==> config.mk <==
export PLATFORM = sky130hd
export DESIGN_NAME = vco_phase_quantizer
export DESIGN_NICKNAME = d
export VERILOG_FILES = /design/src/rtl/vpq_pkg.sv /design/src/rtl/vpq_edge_sync.sv /design/src/rtl/vpq_phase_counter.sv /design/src/rtl/vco_phase_quantizer.sv
export SDC_FILE = /design/constraint.sdc
export NUM_CORES = 1
export LEC_CHECK = 0
export ABC_AREA = 1
export BUFFER_PORTS_ARGS = -buffer_cell sky130_fd_sc_hd__buf_2
export CORE_UTILIZATION = 55
export DETAILED_ROUTE_END_ITERATION = 16
export PLACE_DENSITY = 0.71
export SYNTH_ARGS = -nofsm -noshare
export SYNTH_HDL_FRONTEND = slang
export SYNTH_SLANG_ARGS = --single-unit
==> constraint.sdc <==
create_clock -name clk -period 3.75 [get_ports clk]
set_clock_uncertainty 0.2 [all_clocks]
set_input_delay 0.75 -clock clk [delete_from_list [all_inputs] [get_ports clk]]
set_output_delay 0.75 -clock clk [all_outputs]
set_load 0.05 [all_outputs]
==> src/rtl/vpq_pkg.sv <==
package vpq_pkg;

   // Width of the per-window sum that holds n counters of cnt_w bits without loss
   function automatic int unsigned vpq_sum_width(int unsigned cnt_w, int unsigned n);
      return cnt_w + $clog2(n + 1);
   endfunction

endpackage

==> src/rtl/vpq_edge_sync.sv <==
module vpq_edge_sync #(
   parameter int unsigned SYNC_STAGES = 2
) (
   input  logic clk,
   input  logic rst_n,
   input  logic async_i,
   output logic rise_o
);
   localparam int unsigned LAST = SYNC_STAGES - 1;

   logic [SYNC_STAGES-1:0] sync_q;
   logic                   prev_q;

   initial begin
      assert (SYNC_STAGES >= 2) else $error("vpq_edge_sync: SYNC_STAGES must be at least 2");
   end

   always_ff @(posedge clk or negedge rst_n) begin
      if (!rst_n) begin
         sync_q <= '0;
         prev_q <= 1'b0;
      end else begin
         sync_q <= {sync_q[SYNC_STAGES-2:0], async_i};
         prev_q <= sync_q[LAST];
      end
   end

   assign rise_o = sync_q[LAST] & ~prev_q;

   // a detected rise can never repeat in the next cycle
   p_edge_single_r2: assert property (@(posedge clk) disable iff (!rst_n)
      rise_o |=> !rise_o);

endmodule

==> src/rtl/vpq_phase_counter.sv <==
module vpq_phase_counter #(
   parameter int unsigned CNT_W = 10
) (
   input  logic             clk,
   input  logic             rst_n,
   input  logic             rise_i,
   input  logic             restart_i,
   output logic [CNT_W-1:0] count_o
);
   logic [CNT_W-1:0] cnt_q;

   always_ff @(posedge clk or negedge rst_n) begin
      if (!rst_n) begin
         cnt_q <= '0;
      end else if (restart_i) begin
         // an edge landing on the strobe opens the new window
         cnt_q <= CNT_W'(rise_i);
      end else if (rise_i && (cnt_q != {CNT_W{1'b1}})) begin
         cnt_q <= cnt_q + 1'b1;
      end
   end

   assign count_o = cnt_q;

   // right after a restart the window holds at most one edge
   p_restart_r4: assert property (@(posedge clk) disable iff (!rst_n)
      restart_i |=> (count_o <= CNT_W'(1)));

   // within a window the count never decreases (no wrap)
   p_no_wrap_r6: assert property (@(posedge clk) disable iff (!rst_n)
      !restart_i |=> (count_o >= $past(count_o)));

endmodule

==> src/rtl/vco_phase_quantizer.sv <==
module vco_phase_quantizer #(
   parameter int unsigned N_PHASES    = 4,
   parameter int unsigned OUT_W       = 10,
   parameter int unsigned CNT_W       = 10,
   parameter int unsigned SYNC_STAGES = 2
) (
   input  logic                clk,
   input  logic                rst_n,
   input  logic [N_PHASES-1:0] phase_i,
   input  logic                sample_i,
   output logic [OUT_W-1:0]    sample_o,
   output logic                valid_o
);
   import vpq_pkg::*;

   localparam int unsigned SUM_W = vpq_sum_width(CNT_W, N_PHASES);
   localparam logic [SUM_W-1:0] SAT_LIM = SUM_W'((64'd1 << OUT_W) - 64'd1);

   initial begin
      assert (N_PHASES >= 1) else $error("vco_phase_quantizer: need at least one phase");
      assert (SUM_W >= OUT_W) else $error("vco_phase_quantizer: sum narrower than output");
      assert (OUT_W <= 32) else $error("vco_phase_quantizer: OUT_W too wide");
   end

   logic [N_PHASES-1:0]            rise_w;
   logic [N_PHASES-1:0][CNT_W-1:0] cnt_w;
   logic [SUM_W-1:0]               sum_w;
   logic [OUT_W-1:0]               sat_w;
   logic [OUT_W-1:0]               sample_q;
   logic                           valid_q;

   for (genvar g = 0; g < N_PHASES; g++) begin : g_lane
      vpq_edge_sync #(
         .SYNC_STAGES (SYNC_STAGES)
      ) i_sync (
         .clk     (clk),
         .rst_n   (rst_n),
         .async_i (phase_i[g]),
         .rise_o  (rise_w[g])
      );

      vpq_phase_counter #(
         .CNT_W (CNT_W)
      ) i_cnt (
         .clk       (clk),
         .rst_n     (rst_n),
         .rise_i    (rise_w[g]),
         .restart_i (sample_i),
         .count_o   (cnt_w[g])
      );
   end

   always_comb begin
      sum_w = '0;
      for (int i = 0; i < N_PHASES; i++) begin
         sum_w = sum_w + SUM_W'(cnt_w[i]);
      end
   end

   assign sat_w = (sum_w > SAT_LIM) ? SAT_LIM[OUT_W-1:0] : sum_w[OUT_W-1:0];

   always_ff @(posedge clk or negedge rst_n) begin
      if (!rst_n) begin
         sample_q <= '0;
         valid_q  <= 1'b0;
      end else begin
         valid_q <= sample_i;
         if (sample_i) begin
            sample_q <= sat_w;
         end
      end
   end

   assign sample_o = sample_q;
   assign valid_o  = valid_q;

   // each strobe yields a valid pulse in the following cycle
   p_valid_r3: assert property (@(posedge clk) disable iff (!rst_n)
      sample_i |=> valid_o);

   // with no strobe the output word holds and valid stays low
   p_hold_r7: assert property (@(posedge clk) disable iff (!rst_n)
      !sample_i |=> ($stable(sample_o) && !valid_o));

   // a saturating sum from counters that only grow cannot shrink within a window
   p_sat_mono_r5: assert property (@(posedge clk) disable iff (!rst_n)
      (!sample_i && (sat_w == SAT_LIM[OUT_W-1:0])) |=> (sat_w == SAT_LIM[OUT_W-1:0]));

endmodule

# Word-level counts from Yosys, hierarchy flattened
# Cells that the tools add are included.
word_totals:
  regBits: 63
  latchBits: 0
  ramBits: 0
  rom_bits: 0
  input_bits: 7
  output_inout_bits: 11
  mem_count: 0
op_classes:
  addsub: 7
  n_mul: 0
  div_mod_pow: 0
  magnitude_cmp: 1
  n_eq_ne: 4
  shift: 0
  n_mux: 9
  bitwise_logic: 8
  reduce_logical: 8
ops:
  columns: ["cell", "n"]
  rows:
  - ["10-bit 2-to-1 mux", 9]
  - ["10-bit by 1-bit adder with 10-bit output (second input constant)", 4]
  - ["10-bit != test (second input constant)", 4]
  - ["12-bit by 10-bit adder with 13-bit output", 1]
  - ["13-bit by 10-bit greater-than comparator with 1-bit output (second input constant)", 1]
  - ["11-bit by 10-bit adder with 12-bit output", 1]
  - ["10-bit by 10-bit adder with 11-bit output", 1]
  - ["2-bit nonzero test", 4]
  - ["1-bit bitwise AND", 4]
  - ["1-bit logical AND", 4]
  - ["1-bit inverter", 4]

# Depth between registers and ports, before layout
logic_depth:
  ltp_word: 5
  ltp_mapped: 15

# By module
# A second synthesis with hierarchy kept.
unflattened:
  hier_cells: 621
  area_unflattened_um2: 4631.9
by_module_without_submodules:
  columns: ["module", "instances", "cells_each", "area_each_um2", "seq_area_each_um2"]
  rows:
  - ["vpq_phase_counter", 4, 94, 673.1, 250.2]
  - ["vco_phase_quantizer", 1, 225, 1599.0, 275.3]
  - ["vpq_edge_sync", 4, 5, 85.1, 75.1]

# Worst setup path before layout
# No wires, ideal clock.
synth_timing:
  path_kind: "reg-to-reg"
  startpoint: "register g_lane[0].i_cnt.cnt_q[1]"
  endpoint: "register sample_q[0], in the netlist sample_o[0]"
  setup_ps: 119
  arrival_ps: 2704
  t_required_ps: 3431
  setup_slack_ps: 726
  stages_incl_launch_ff: 12
  path_cell_list: "dfrtp_1 inv_1 fa_1 inv_1 fa_1 ha_1 fa_1 and3_1 nor2_1 nand3_2 nor2_1 nor2_1"
synth_between:
  elab_chain_len: 5
synth_lines:
  columns: ["element", "line_no", "text"]
  rows:
  - ["start: declaration", "vpq_phase_counter.sv:10", "logic [CNT_W-1:0] cnt_q;"]
  - ["start signal: assignment", "vpq_phase_counter.sv:17", "cnt_q <= CNT_W'(rise_i);"]
  - ["start signal: assignment", "vpq_phase_counter.sv:19", "cnt_q <= cnt_q + 1'b1;"]
  - ["10-bit by 10-bit adder with 11-bit output", "vco_phase_quantizer.sv:56", "sum_w = sum_w + SUM_W'(cnt_w[i]);"]
  - ["11-bit by 10-bit adder with 12-bit output", "vco_phase_quantizer.sv:56", null]
  - ["12-bit by 10-bit adder with 13-bit output", "vco_phase_quantizer.sv:56", null]
  - ["13-bit by 10-bit greater-than comparator with 1-bit output", "vco_phase_quantizer.sv:60", "assign sat_w = (sum_w > SAT_LIM) ? SAT_LIM[OUT_W-1:0] : sum_w[OUT_W-1:0];"]
  - ["10-bit 2-to-1 mux", "vco_phase_quantizer.sv:60", null]
  - ["end signal: assignment", "vco_phase_quantizer.sv:69", "sample_q <= sat_w;"]
  - ["end: declaration", "vco_phase_quantizer.sv:29", "logic [OUT_W-1:0] sample_q;"]
# Every way passes these cells.
# A chain may end at the register's enable or synchronous reset.

# Worst setup path after layout
layout_timing:
  startpoint: "register g_lane[2].i_cnt.cnt_q[1]"
  endpoint: "register sample_q[1], in the netlist sample_o[1]"
layout_between:
  elab_chain_len: 4
layout_lines:
  columns: ["element", "line_no"]
  rows:
  - ["start: declaration", "vpq_phase_counter.sv:10"]
  - ["start signal: assignment", "vpq_phase_counter.sv:17"]
  - ["start signal: assignment", "vpq_phase_counter.sv:19"]
  - ["11-bit by 10-bit adder with 12-bit output *", "vco_phase_quantizer.sv:56"]
  - ["12-bit by 10-bit adder with 13-bit output *", "vco_phase_quantizer.sv:56"]
  - ["13-bit by 10-bit greater-than comparator with 1-bit output", "vco_phase_quantizer.sv:60"]
  - ["10-bit 2-to-1 mux *", "vco_phase_quantizer.sv:60"]
# Every way passes the cells marked *; elsewhere a longest branch is shown, timed or not.

==> out/summary.txt <==
status -> complete, no violations
multi-input combinational cell area -> 0.00219 sq mm
largest net degree at the start of global routing -> 46
Least-Margin Pin Slew -> 1000 ps
GPL Wtd Cong -> 0.863
CP max-delay cell -> fa_1
HP Start -> g_lane[0].i_sync.sync_q[0]
Hold Path Stages -> 0
Post-synth top flop -> dfrtp_1
clk root buf -> clkbuf_8
CP top delay family -> adder cells
antenna violations before repair -> 0
Distinct cells, synth -> 37
WP data required -> 3790 ps
Final Cycle Share -> 87.6%
Slew HR -> 33.3%
Post-Syn Nets -> 560
Syn Inst Count -> 518
Worst-path clk slew -> 70 ps
number of synthesized flops with an enable pin -> 0
CTS tree -> done
DR iter-0 viols -> 252
Synth area leaders -> dfrtp_1 38%, fa_1 9.7%, nand2_1 9.4%, inv_1 6.6%, nor2_1 6.3%
RSZ-0062 raised after global routing -> no
cts bufs inserted -> 9
post-layout min period -> 3290 ps
# IOs -> 18
DIE AREA -> 0.00786 sq mm
vias in the first global route -> 3,093
router iterations before antenna repair -> 5
synth cell count leaders -> 103 x nand2_1, 73 x inv_1, 69 x nor2_1, 63 x dfrtp_1, 44 x nand3_1
Syn. warnings -> 0
core region area -> 0.00725 sq mm
CTS H-Tree Depth -> 3
HP Class -> reg2reg
Worst Setup SP -> g_lane[2].i_cnt.count_o[1]
critical path data arrival time -> 3320 ps
share of cells above drive strength 1 -> 13.4%
final setup vio count -> 0
sequential share of power -> 45.3%
Post CTS Setup Buffer Count -> 0
TNS Setup -> 0 ps
Die W -> 88.6 um
WL/cell -> 13.8 um
maximum vdd drop -> 0.000289 V
Worst Hold End -> g_lane[0].i_sync.sync_q[1]
Clock Path Buffers -> 2
layout net count -> 581
DRT antenna net count -> 0
cell row count -> 31
first-pass GRT wire length -> 14,400 um
P&R area growth vs syn -> 9.67%
Yosys top cell by area -> dfrtp_1
asr flop ratio synth -> 100%
max frequency -> 304 MHz
register bit total from synthesis -> 63
largest stage delay on the critical path -> 440 ps
Post-Synthesis Cell Area -> 0.00413 sq mm
type of origin of the critical path -> register
clk sink count -> 63
via count -> 3,406
Clock power frac -> 40.0%
Setup crit end kind -> register
sequential fraction of the synthesis area -> 38.2%
pwr dens -> 363 mW/mm^2
Reg-to-Reg End -> sample_o[1]
Post-route DRC -> 0
CP max FO -> 10
Final Hold Fails -> 0
R2R Setup Slk -> 460 ps
routed vias/inst -> 5.30
max-cap violation count -> 0
fill count -> 651
Avg Inst Size Synth -> 7.97 sq um
I/O Buffers -> 17
Ant. Diodes -> 0
WS Path Type -> reg2reg
logic gate share of total power -> 14.8%
clk_lat worst skew -> 350 ps
die height -> 88.6 um
Synth top area share -> 38.2%
Overall Power -> 1.64 mW
total global-route track usage -> 25.0%
Internal Power -> 1.16 mW
Slew Viols, Final -> 0
crit path cell chain -> inv_1 > fa_1 > inv_1 > fa_1 > ha_1 > fa_1 > and3_1 > nor2_1 > nand3_2 > nor2_1 > nor2_1
Post-CTS Hold Fix Bufs -> 0
total grt overflow -> 0
HPWL Detailed -> 6670 um
Pleak -> 2.15 nW
CTS-repair resized insts -> 0
initial core utilization -> 56.9%
worst r2r src -> g_lane[2].i_cnt.count_o[1]
WL final -> 8900 um
Switching Fraction -> 29.6%
Reg area -> 0.00158 sq mm
switching pwr -> 487 uW
count leader, synth -> nand2_1
worst reg2reg path depth -> 11
Critical Path Stages -> 11
Worst Path Buf+Inv -> 2
[kinds of logic (layout without fill, tap and decap cells)]
logic type | count (synthesis) | count (layout) | share of synthesized area (%)
xor+xnor | 10 | 10 | 2.12
fa+ha+maj | 35 | 35 | 14.2
buf+inv | 93 | 119 | 8.85
compound gates | 51 | 51 | 6.97
simple gates | 266 | 266 | 29.6
flops | 63 | 63 | 38.2
[routing by layer]
layer,global-route usage [%],vias up,wire length [um]
li1,-,1694,-
met1,33.8,1618,4210
met2,40.1,79,4230
met3,5.22,15,332
met4,8.80,0,131
met5,0,-,0
[placed cells by master, fill, tap and decap left out, drive strengths merged]
master / count
nand2: 110
inv: 82
nor2: 72
dfrtp: 63
nand3: 46
o21ai: 33
fa: 20
buf: 18
nand4: 16
nor3: 16
ha: 15
a21oi: 15
clkbuf: 9
xor2: 7
clkinv: 6
or2: 4
xnor2: 3
a21o: 2
clkinvlp: 2
bufinv: 2
nor4: 1
o22ai: 1
and3: 1
[sequential cells by signal, indices dropped and copies added, names as in the netlist]
| signal | flops |
|---|---|
| g_lane.i_sync.prev_q | 4 |
| valid_o | 1 |
| sample_o | 10 |
| g_lane.i_cnt.count_o | 40 |
| g_lane.i_sync.sync_q | 8 |
[power groups by stage]
stage	combinational, mW	clock, mW	sequential (mW)
after floorplan	0.109	0	0.817
after global placement	0.239	0	0.755
after detailed placement	0.242	0	0.756
after CTS	0.246	0.670	0.743
after global routing	0.270	0.703	0.749
final	0.242	0.657	0.744
[cell type report]
cell class              count  share of cell area (%)
repair buffers             18                    2.04
inverters                  85                    7.21
clock inverters             7                    2.16
well taps                  99                    2.74
multi-input cells         362                    48.3
flip-flops and latches     63                    34.8
clock buffers               9                    2.74
[how the worst max path moves through the flow]
| stage | end | slack (ps) |
|---|---|---|
| floorplan | sample_o[0] | 730 |
| global placement | sample_o[7] | 560 |
| detailed placement | sample_o[9] | 520 |
| CTS | sample_o[1] | 480 |
| global route | sample_o[1] | 250 |
| finish | sample_o[1] | 460 |
[per-stage QoR]
step           cell area [sq um]  instances  setup slack, ps  hold slack (ps)  utilization, %
2_1_floorplan               4130        518              726              131               -
3_3_place_gp                4310        627              564              131            59.4
3_5_place_dp                4310        627              518              136            59.4
4_1_cts                     4530        643              483              152            62.4
5_1_grt                     4530        643              249              159            62.4
6_report                    4530        643              465              149            62.4
(Power assumes the default switching activity.)
